===== src/rtl/codec_rf_pkg.sv =====
// Shared constants for the codec register file: special word numbers,
// special indirect indices, fixed codes and masks.
package codec_rf_pkg;
    localparam int WORD_INDEX = 0;     // holds the indirect index
    localparam int WORD_DATA  = 1;     // data port to the indirect bank
    localparam int WORD_RO    = 2;     // ignores writes
    localparam int WORD_CTL   = 4;     // control word with software reset in bit 0

    localparam int IDX_WO     = 3;     // reads back as zero
    localparam int IDX_RO_A   = 11;    // ignores writes
    localparam int IDX_VER    = 12;    // fixed codec version code
    localparam int IDX_RO_B   = 25;    // fixed chip version, ignores writes

    localparam logic [7:0] CODEC_VER  = 8'h8A;
    localparam logic [7:0] CHIP_VER   = 8'hA0;
    localparam logic [7:0] VER_KEEP   = 8'h40;
    localparam logic [7:0] CTL_KEEP   = 8'h7F;

    // Reset value of indirect register i.
    function automatic logic [7:0] ind_reset_val(input int i);
        if (i == IDX_VER)       return CODEC_VER;
        else if (i == IDX_RO_B) return CHIP_VER;
        else                    return 8'h00;
    endfunction
endpackage


===== src/rtl/codec_rf_direct.sv =====
// Bank of direct words. Word 1 holds no storage because reads go to the
// indirect bank. Word 2 is constant zero. Word 4 masks its writes, and a
// write there takes priority over the software clear on the same edge.
// Assumes soft_clr is only raised during a write to word 4.
module codec_rf_direct
    import codec_rf_pkg::*;
#(
    parameter int N_WORDS = 16,
    parameter int DATA_W  = 32,
    localparam int SEL_W  = $clog2(N_WORDS)
) (
    input  logic                           clk,
    input  logic                           rst_n,
    input  logic                           soft_clr,
    input  logic                           wr_en,
    input  logic [SEL_W-1:0]               wr_word,
    input  logic [DATA_W-1:0]              wdata,
    output logic [N_WORDS-1:0][DATA_W-1:0] regs_o
);
    for (genvar i = 0; i < N_WORDS; i++) begin : g_word
        logic [DATA_W-1:0] q;
        logic              hit;
        assign hit = wr_en && (wr_word == SEL_W'(i));

        if (i == WORD_DATA || i == WORD_RO) begin : g_none
            assign q = '0;
        end else if (i == WORD_CTL) begin : g_ctl
            // Control word: capture masked write, else follow the clear.
            always_ff @(posedge clk) begin
                if (!rst_n)        q <= '0;
                else if (hit)      q <= wdata & DATA_W'(CTL_KEEP);
                else if (soft_clr) q <= '0;
            end
        end else begin : g_plain
            // Plain word: full-width storage.
            always_ff @(posedge clk) begin
                if (!rst_n || soft_clr) q <= '0;
                else if (hit)           q <= wdata;
            end
        end
        assign regs_o[i] = q;
    end
endmodule


===== src/rtl/codec_rf_indirect.sv =====
// Bank of indirect registers behind the index/data pair. Read-only
// indices hold their reset value. The version index keeps a fixed code
// and takes one software bit. Assumes wr_en marks a data-port write.
module codec_rf_indirect
    import codec_rf_pkg::*;
#(
    parameter int N_IND  = 32,
    parameter int IND_W  = 8,
    localparam int IDX_W = $clog2(N_IND)
) (
    input  logic                         clk,
    input  logic                         rst_n,
    input  logic                         soft_clr,
    input  logic                         wr_en,
    input  logic [IDX_W-1:0]             idx,
    input  logic [IND_W-1:0]             wdata,
    output logic [N_IND-1:0][IND_W-1:0]  regs_o
);
    for (genvar i = 0; i < N_IND; i++) begin : g_ind
        localparam logic [IND_W-1:0] RST = IND_W'(ind_reset_val(i));
        logic [IND_W-1:0] q;
        logic             hit;
        assign hit = wr_en && (idx == IDX_W'(i));

        if (i == IDX_RO_A || i == IDX_RO_B) begin : g_ro
            assign q = RST;
        end else if (i == IDX_VER) begin : g_ver
            // Version register: only the free bit follows software.
            always_ff @(posedge clk) begin
                if (!rst_n || soft_clr) q <= RST;
                else if (hit)           q <= (wdata & IND_W'(VER_KEEP)) | IND_W'(CODEC_VER);
            end
        end else begin : g_rw
            // Ordinary indirect register.
            always_ff @(posedge clk) begin
                if (!rst_n || soft_clr) q <= RST;
                else if (hit)           q <= wdata;
            end
        end
        assign regs_o[i] = q;
    end
endmodule


===== src/rtl/codec_rf_rdmux.sv =====
// Read path: selects a direct word, or the indexed indirect register at
// the data port (zero for the write-only index). Registers the result on
// a read strobe and holds it otherwise.
module codec_rf_rdmux
    import codec_rf_pkg::*;
#(
    parameter int N_WORDS = 16,
    parameter int DATA_W  = 32,
    parameter int N_IND   = 32,
    parameter int IND_W   = 8,
    localparam int SEL_W  = $clog2(N_WORDS),
    localparam int IDX_W  = $clog2(N_IND)
) (
    input  logic                           clk,
    input  logic                           rst_n,
    input  logic                           rd_en,
    input  logic [SEL_W-1:0]               rd_word,
    input  logic [IDX_W-1:0]               idx,
    input  logic [N_WORDS-1:0][DATA_W-1:0] dir_regs,
    input  logic [N_IND-1:0][IND_W-1:0]    ind_regs,
    output logic [DATA_W-1:0]              rdata
);
    logic [DATA_W-1:0] rd_val;

    // Select the value that the current address reads.
    always_comb begin
        if (rd_word == SEL_W'(WORD_DATA)) begin
            if (idx == IDX_W'(IDX_WO)) rd_val = '0;
            else                       rd_val = {{(DATA_W-IND_W){1'b0}}, ind_regs[idx]};
        end else begin
            rd_val = dir_regs[rd_word];
        end
    end

    // Register the selected value on a read strobe.
    always_ff @(posedge clk) begin
        if (!rst_n)     rdata <= '0;
        else if (rd_en) rdata <= rd_val;
    end
endmodule


===== src/rtl/codec_regfile.sv =====
// Top of the codec register file. Decodes the byte address into a word
// select, forms the indirect index from word 0, raises the software clear
// on a word 4 write with bit 0 set, and ties the interrupt low.
// Assumes at most one access of each kind per cycle.
module codec_regfile
    import codec_rf_pkg::*;
#(
    parameter int ADDR_W  = 6,
    parameter int DATA_W  = 32,
    parameter int N_IND   = 32,
    parameter int IND_W   = 8,
    localparam int SEL_W  = ADDR_W - 2,
    localparam int N_WORDS = 1 << SEL_W,
    localparam int IDX_W  = $clog2(N_IND)
) (
    input  logic              clk,
    input  logic              rst_n,
    input  logic              rd_en,
    input  logic              wr_en,
    input  logic [ADDR_W-1:0] addr,
    input  logic [DATA_W-1:0] wdata,
    output logic [DATA_W-1:0] rdata,
    output logic              irq_o
);
    logic [SEL_W-1:0]               word;
    logic [IDX_W-1:0]               ind_idx;
    logic                           soft_clr;
    logic                           port_wr;
    logic                           unused_lsb;
    logic [N_WORDS-1:0][DATA_W-1:0] dir_regs;
    logic [N_IND-1:0][IND_W-1:0]    ind_regs;

    assign word       = addr[ADDR_W-1:2];
    assign unused_lsb = ^addr[1:0];
    assign ind_idx    = dir_regs[WORD_INDEX][IDX_W-1:0];
    assign soft_clr   = wr_en && (word == SEL_W'(WORD_CTL)) && wdata[0];
    assign port_wr    = wr_en && (word == SEL_W'(WORD_DATA));
    assign irq_o      = 1'b0;

    codec_rf_direct #(.N_WORDS(N_WORDS), .DATA_W(DATA_W)) u_direct (
        .clk(clk), .rst_n(rst_n), .soft_clr(soft_clr), .wr_en(wr_en),
        .wr_word(word), .wdata(wdata), .regs_o(dir_regs)
    );

    codec_rf_indirect #(.N_IND(N_IND), .IND_W(IND_W)) u_indirect (
        .clk(clk), .rst_n(rst_n), .soft_clr(soft_clr), .wr_en(port_wr),
        .idx(ind_idx), .wdata(wdata[IND_W-1:0]), .regs_o(ind_regs)
    );

    codec_rf_rdmux #(.N_WORDS(N_WORDS), .DATA_W(DATA_W), .N_IND(N_IND), .IND_W(IND_W)) u_rdmux (
        .clk(clk), .rst_n(rst_n), .rd_en(rd_en), .rd_word(word), .idx(ind_idx),
        .dir_regs(dir_regs), .ind_regs(ind_regs), .rdata(rdata)
    );
endmodule


===== config.mk =====
export PLATFORM = sky130hd
export DESIGN_NAME = codec_regfile
export DESIGN_NICKNAME = d
export VERILOG_FILES = /design/src/rtl/codec_rf_pkg.sv /design/src/rtl/codec_rf_direct.sv /design/src/rtl/codec_rf_indirect.sv /design/src/rtl/codec_rf_rdmux.sv /design/src/rtl/codec_regfile.sv
export SDC_FILE = /design/constraint.sdc
export NUM_CORES = 2
export LEC_CHECK = 0
export ABC_AREA = 0
export ABC_CLOCK_PERIOD_IN_PS = 4700
export BUFFER_PORTS_ARGS = -buffer_cell sky130_fd_sc_hd__buf_2
export CORE_ASPECT_RATIO = 2
export CORE_UTILIZATION = 65
export CTS_CLUSTER_DIAMETER = 60
export DETAILED_ROUTE_END_ITERATION = 10
export PLACE_DENSITY = 0.79
export SLEW_MARGIN = 40
export SYNTH_ARGS = -nofsm -noshare
export SYNTH_HDL_FRONTEND = slang
export SYNTH_SLANG_ARGS = --single-unit

===== constraint.sdc =====
create_clock -name clk -period 4.7 [get_ports clk]
set_input_delay 0.235 -clock clk [delete_from_list [all_inputs] [get_ports clk]]
set_output_delay 0.235 -clock clk [all_outputs]
set_load 0.005 [all_outputs]

## Word level (Yosys, flattened, before mapping)

Index checks and enable logic that the tools add are counted.

| word-level totals | value |
|---|---|
| output and inout bits | 33 |
| input bits | 42 |
| word-level logic and storage cells | 149 |
| flip-flop bits (word level) | 688 |

| operators by class | value |
|---|---|
| multiplexer cells | 8 |
| eq/ne operators | 43 |
| reductions and logical operators | 51 |
| $lt $le $gt $ge | 2 |

Operators with widths:

| cell | number |
|---|---|
| binary-select mux 32 bit (select 4 bit) | 1 |
| equality test 5 bit, second input constant | 15 |
| 2-to-1 mux 32 bit | 2 |
| logical AND 1 bit | 46 |
| binary-select mux 8 bit (select 5 bit) | 1 |
| equality test 5 x 4 -> 1 bit, second input constant | 7 |
| equality test 4 bit, second input constant | 8 |
| equality test 5 x 3 -> 1 bit, second input constant | 4 |
| equality test 4 x 3 -> 1 bit, second input constant | 4 |
| 2-to-1 mux 8 bit | 2 |
| 2-to-1 mux 7 bit | 2 |
| equality test 5 x 2 -> 1 bit, second input constant | 2 |
| less-than comparator 5 x 6 -> 1 bit, second input constant | 1 |
| equality test 5 x 1 -> 1 bit, second input constant | 1 |
| zero test 5 bit | 1 |
| less-than comparator 4 x 5 -> 1 bit, second input constant | 1 |
| equality test 4 x 1 -> 1 bit, second input constant | 1 |
| equality test 4 x 2 -> 1 bit, second input constant | 1 |
| zero test 4 bit | 1 |
| nonzero test 2 bit | 1 |
| zero test 1 bit | 1 |
| logical OR 1 bit | 1 |

## Logic depth before layout (Yosys ltp)

| logic depth | value |
|---|---|
| word-level depth | 5 |
| mapped depth | 10 |
| gate-level depth less buffers | 5 |

## By module

From an unflattened synthesis, not the netlist that was laid out.

| unflattened totals | value |
|---|---|
| cell total of the unflattened synthesis | 2,917 |
| area total of the unflattened synthesis | 31,815.5 µm² |

By module, submodules not included:

| module | area each (µm²) | cells an instance | times used | seq. area each (µm²) |
|---|---|---|---|---|
| codec_rf_direct | 15,982.8 | 1,549 | 1 | 8,468.1 |
| codec_rf_indirect | 8,729.6 | 835 | 1 | 4,664.5 |
| codec_rf_rdmux | 7,056.8 | 527 | 1 | 640.6 |
| codec_regfile | 46.3 | 6 | 1 | 0.0 |

## Least setup slack after synthesis

No wires, ideal clock.

| timing | value |
|---|---|
| path type | input port to flip-flop |
| start point | input addr[3] |
| end point | register u_rdmux.rdata[13] |
| path buffers | 4 |
| data required time | 4.583 ns |
| arrival | 2.137 ns |
| path slack | 2.446 ns |
| stages on the path | 7 |
| cells stage by stage | buf_2 buf_4 clkbuf_1 buf_1 mux4_2 mux4_2 a22o_1 |

| between the ends | value |
|---|---|
| word-level cells in the longest chain between the ends | 3 |

RTL lines:

| element | line | source |
|---|---|---|
| start: declaration | codec_regfile.sv:20 | `input logic [ADDR_W-1:0] addr,` |
| binary-select mux 32 bit (select 4 bit) | codec_rf_rdmux.sv:31 | `rd_val = dir_regs[rd_word];` |
| 2-to-1 mux 32 bit (not written as such) | codec_rf_rdmux.sv:31 |  |
| 2-to-1 mux 32 bit (*) | codec_rf_rdmux.sv:27 | `if (rd_word == SEL_W'(WORD_DATA)) begin` |
| end signal: assignment | codec_rf_rdmux.sv:38 | `else if (rd_en) rdata <= rd_val;` |
| end: declaration | codec_rf_rdmux.sv:21 | `output logic [DATA_W-1:0] rdata` |

Mark *: on every way between the ends. The rest lies on a longest branch, timed or not. The select of a mux whose other input is x is not followed.
A chain may end at the register's enable or synchronous reset.

## Worst setup path after layout

| timing | value |
|---|---|
| start point | register u_direct.g_word[0].q[3] |
| end point | register u_indirect.g_ind[10].q[2] |

| between the ends | value |
|---|---|
| word-level cells in the longest chain between the ends | 2 |

RTL lines:

| element | line | source |
|---|---|---|
| start: declaration | codec_rf_direct.sv:21 | `logic [DATA_W-1:0] q;` |
| start signal: assignment | codec_rf_direct.sv:38 | `else if (hit) q <= wdata;` |
| equality test 5 x 4 -> 1 bit | codec_rf_indirect.sv:23 | `assign hit = wr_en && (idx == IDX_W'(i));` |
| logical AND 1 bit | codec_rf_indirect.sv:23 |  |
| end signal: assignment | codec_rf_indirect.sv:37 | `else if (hit) q <= wdata;` |
| end: declaration | codec_rf_indirect.sv:21 | `logic [IND_W-1:0] q;` |

Every way passes these cells.

==> reports/qor.yml <==
grt_use_total: 0.385
hpwl_um: 56400
max_freq_mhz: 309
num_vias: 26100
endpoint_kind: "flop"
clock_skew_ns: 0.00966
row_count: 110
clock-sinks: 688
ant_nets: 0
area_growth_pct: 8.25
core_um2: 45000
final_cell_mix: "nand2_1 (1072), dfxtp_1 (686), a21oi_1 (637)"
cp-start-kind: "flop"
syn_avg_cell_area_um2: 8.48
rsz0062_at_grt: "no"
grt-ovfl-total: 0
cts_tree: "yes"
synthMuxAreaShare: 0.133
clk_pin_slew_worst_paths_ns: 0.07
first_global_vias: 25700
cts_max_level: 2
power_leakage_nw: 10.6
routed_wl_um: 89800
synthXorXnorAreaFrac: 0
critical_path_class: "reg -> reg"
cap_violations: 0
grt_max_degree: 154
ios: 75
fin_crit_sh: 0.690
yosys_register_bits: 688
fp.dieArea_um2: 46400
synth_fa_ha_area_frac: 0
nNetsFinal: 3414
synthCells: 3488
synth_cell_types: 54
fin_tns_setup_ns: 0
synth_fp_nets: 3530
grt_pass1_wl_um: 140000
gp_congestion: 0.961
yosysWarnings: 0
power_mw: 11.1
synth_top_family_by_area: "compound AO/OA/AOI/OAI gates"
antenna_cells: 0
synth-simple-area-share: 0.163
start_util: 0.657
io_buffers: 71
grt_antenna_before_repair: 1
cts_buffer_depth: 3
drt_pre_antenna_iters: 10
vias_per_cell: 6.56
chipHeight_um: 304
ys.flop_type: "dfxtp_1"
syn_area_um2: 29600
outcome: "complete, but fails checks"
fillerInstances: 3437
wl_per_cell_um: 22.6
worst_slew_pin_slew_ns: 0.871
required_ns: 5.22
cts_made_buffers: 57
ys_async_sr_fraction: 0
clock-root-buffer: "clkbuf_16"
peakVddDrop_mv: 0.352
path_buf_inv: 1
cts.repair.resized: 0
cpPeakStageDelay_ns: 0.77
crit_path_max_fanout: 19
layout_min_cycle_time_ns: 3.24
critical_path.top_delay_family: "simple AND/OR/NAND/NOR gates"
finalSetupViolCount: 0
violations: "design-rule violations"
final_max_slew_viol_count: 0
final_common_cell: "nand2_1"
worstPathCellList: "buf_4 > nor2b_1 > nand4b_2 > nor2_1 > nand2_1 > a21oi_1"
hold_path_class: "in -> reg"
crit_path_top_delay_cell: "nor2_1"
synth-edff-count: 0
synth_compound_area_frac: 0.187
drc: 3
power_density_nw_per_um2: 347
arrival_ns: 3.77
finalHoldViolations: 0
drive_gt1_frac: 0.130
die_w_um: 153
drt-initial-drc-count: 2469
relSlewSlack: 0.419
ys_seq_area_frac: 0.466
clk_latency_ns: 0.61
cts_setup_buffers: 0
==> power breakdown <==
| part | internal, mW | leakage, nW | total (mW) | switching, mW |
|---|---|---|---|---|
| combinational | 0.169 | 4.19 | 0.625 | 0.456 |
| sequential | 5.87 | 5.55 | 5.90 | 0.0295 |
| clock | 2.43 | 0.863 | 4.59 | 2.16 |
| total | 8.47 | 10.6 | 11.1 | 2.65 |
==> synthesized netlist by cell type (3+ instances only) <==
| master | instances | area [µm²] |
|---|---|---|
| nand2_1 | 1074 | 4030 |
| dfxtp_1 | 688 | 13800 |
| a21oi_1 | 637 | 3190 |
| o21ai_0 | 220 | 1100 |
| clkbuf_1 | 199 | 747 |
| mux4_2 | 136 | 3060 |
| buf_2 | 109 | 546 |
| a22o_1 | 83 | 727 |
| nor2_1 | 72 | 270 |
| mux2i_1 | 51 | 510 |
| mux2_2 | 33 | 372 |
| buf_1 | 27 | 101 |
| nand3_1 | 20 | 100 |
| a22oi_1 | 13 | 97.6 |
| buf_4 | 10 | 75.1 |
| nand2b_1 | 10 | 62.6 |
| nor2b_1 | 10 | 62.6 |
| inv_1 | 8 | 30.0 |
| o22ai_1 | 6 | 37.5 |
| a222oi_1 | 5 | 50.1 |
| nand4_1 | 5 | 31.3 |
| nor3_1 | 5 | 25.0 |
| or2_2 | 5 | 31.3 |
| a221oi_1 | 4 | 35.0 |
| and2_1 | 4 | 25.0 |
| o221ai_1 | 4 | 35.0 |
| o2bb2ai_1 | 4 | 35.0 |
| a32o_1 | 3 | 30.0 |
| and3_1 | 3 | 18.8 |
| nand4b_2 | 3 | 45.0 |
| nor3_2 | 3 | 30.0 |
| o2111ai_1 | 3 | 26.3 |
| o211ai_1 | 3 | 22.5 |
| or3_1 | 3 | 18.8 |
==> worst register-to-register path, delay by kind of cell (launching register included) <==
| kind | cells | cell delay (ns) |
|---|---|---|
| flip-flops | 1 | 0.54 |
| AND/OR/NAND/NOR | 4 | 2.14 |
| buffers and inverters | 1 | 0.33 |
| AO/OA/AOI/OAI | 1 | 0.16 |
==> sequential cells by signal, indices dropped and copies added (netlist names) <==
signal,count
u_rdmux.rdata,32
u_indirect.g_ind.q,233
u_direct.g_word.q,423
==> cells by family (layout without fill, tap and decap cells) <==
| group | Yosys count | count (layout) |
|---|---|---|
| compound gates | 1001 | 1001 |
| buf+inv | 355 | 279 |
| flops | 688 | 688 |
| mux | 220 | 220 |
| other cells | 1 | 1 |
| simple gates | 1223 | 1223 |
==> through the flow <==
step	worst slack [ns]	instances	cell area (µm²)	hold slack (ns)	utilization
detailed placement	1.19	3851	30000	0.444	0.667
global placement	1.29	3845	29900	0.438	0.664
floorplan	2.45	3488	29600	0.371	-
global route	1.32	3972	32000	0.0133	0.711
finish	1.46	3972	32000	0.00786	0.711
CTS	1.48	3969	32000	0.00183	0.710
==> layout make-up <==
type / instances / area [µm²] / share of cell area
Timing Repair Buffer: 170 / 1330 / 0.0416
Multi-Input combinational cell: 2445 / 14400 / 0.450
Clock inverter: 22 / 160 / 0.00500
Tap cell: 560 / 701 / 0.0219
Sequential cell: 688 / 13800 / 0.431
Inverter: 10 / 37.5 / 0.00117
Clock buffer: 77 / 1590 / 0.0497
==> metal layers <==
metal,wire length [µm],GRT usage,vias up,share of wire
li1,-,-,11700,-
met1,29500,0.410,12400,0.33
met2,44200,0.662,1469,0.49
met3,7490,0.0542,523,0.083
met4,8590,0.340,2,0.096
met5,11,0,-,0.00012
==> final timing paths <==
kind,from,to,slack (ns),cells past startpoint
max reg2reg,u_direct.g_word[0].q[3],u_indirect.g_ind[10].q[2],1.46,6
min reg2reg,u_direct.g_word[7].q[20],u_direct.g_word[7].q[20],0.45,2
max,u_direct.g_word[0].q[3],u_indirect.g_ind[10].q[2],1.46,6
min,wdata[17],u_direct.g_word[5].q[17],0.008,3
==> timing repair <==
action,4_1_cts,5_1_grt
endpoints found under the hold margin,139,0
hold buffers,19,0
setup endpoints to repair,0,0
(Power assumes the default switching activity.)
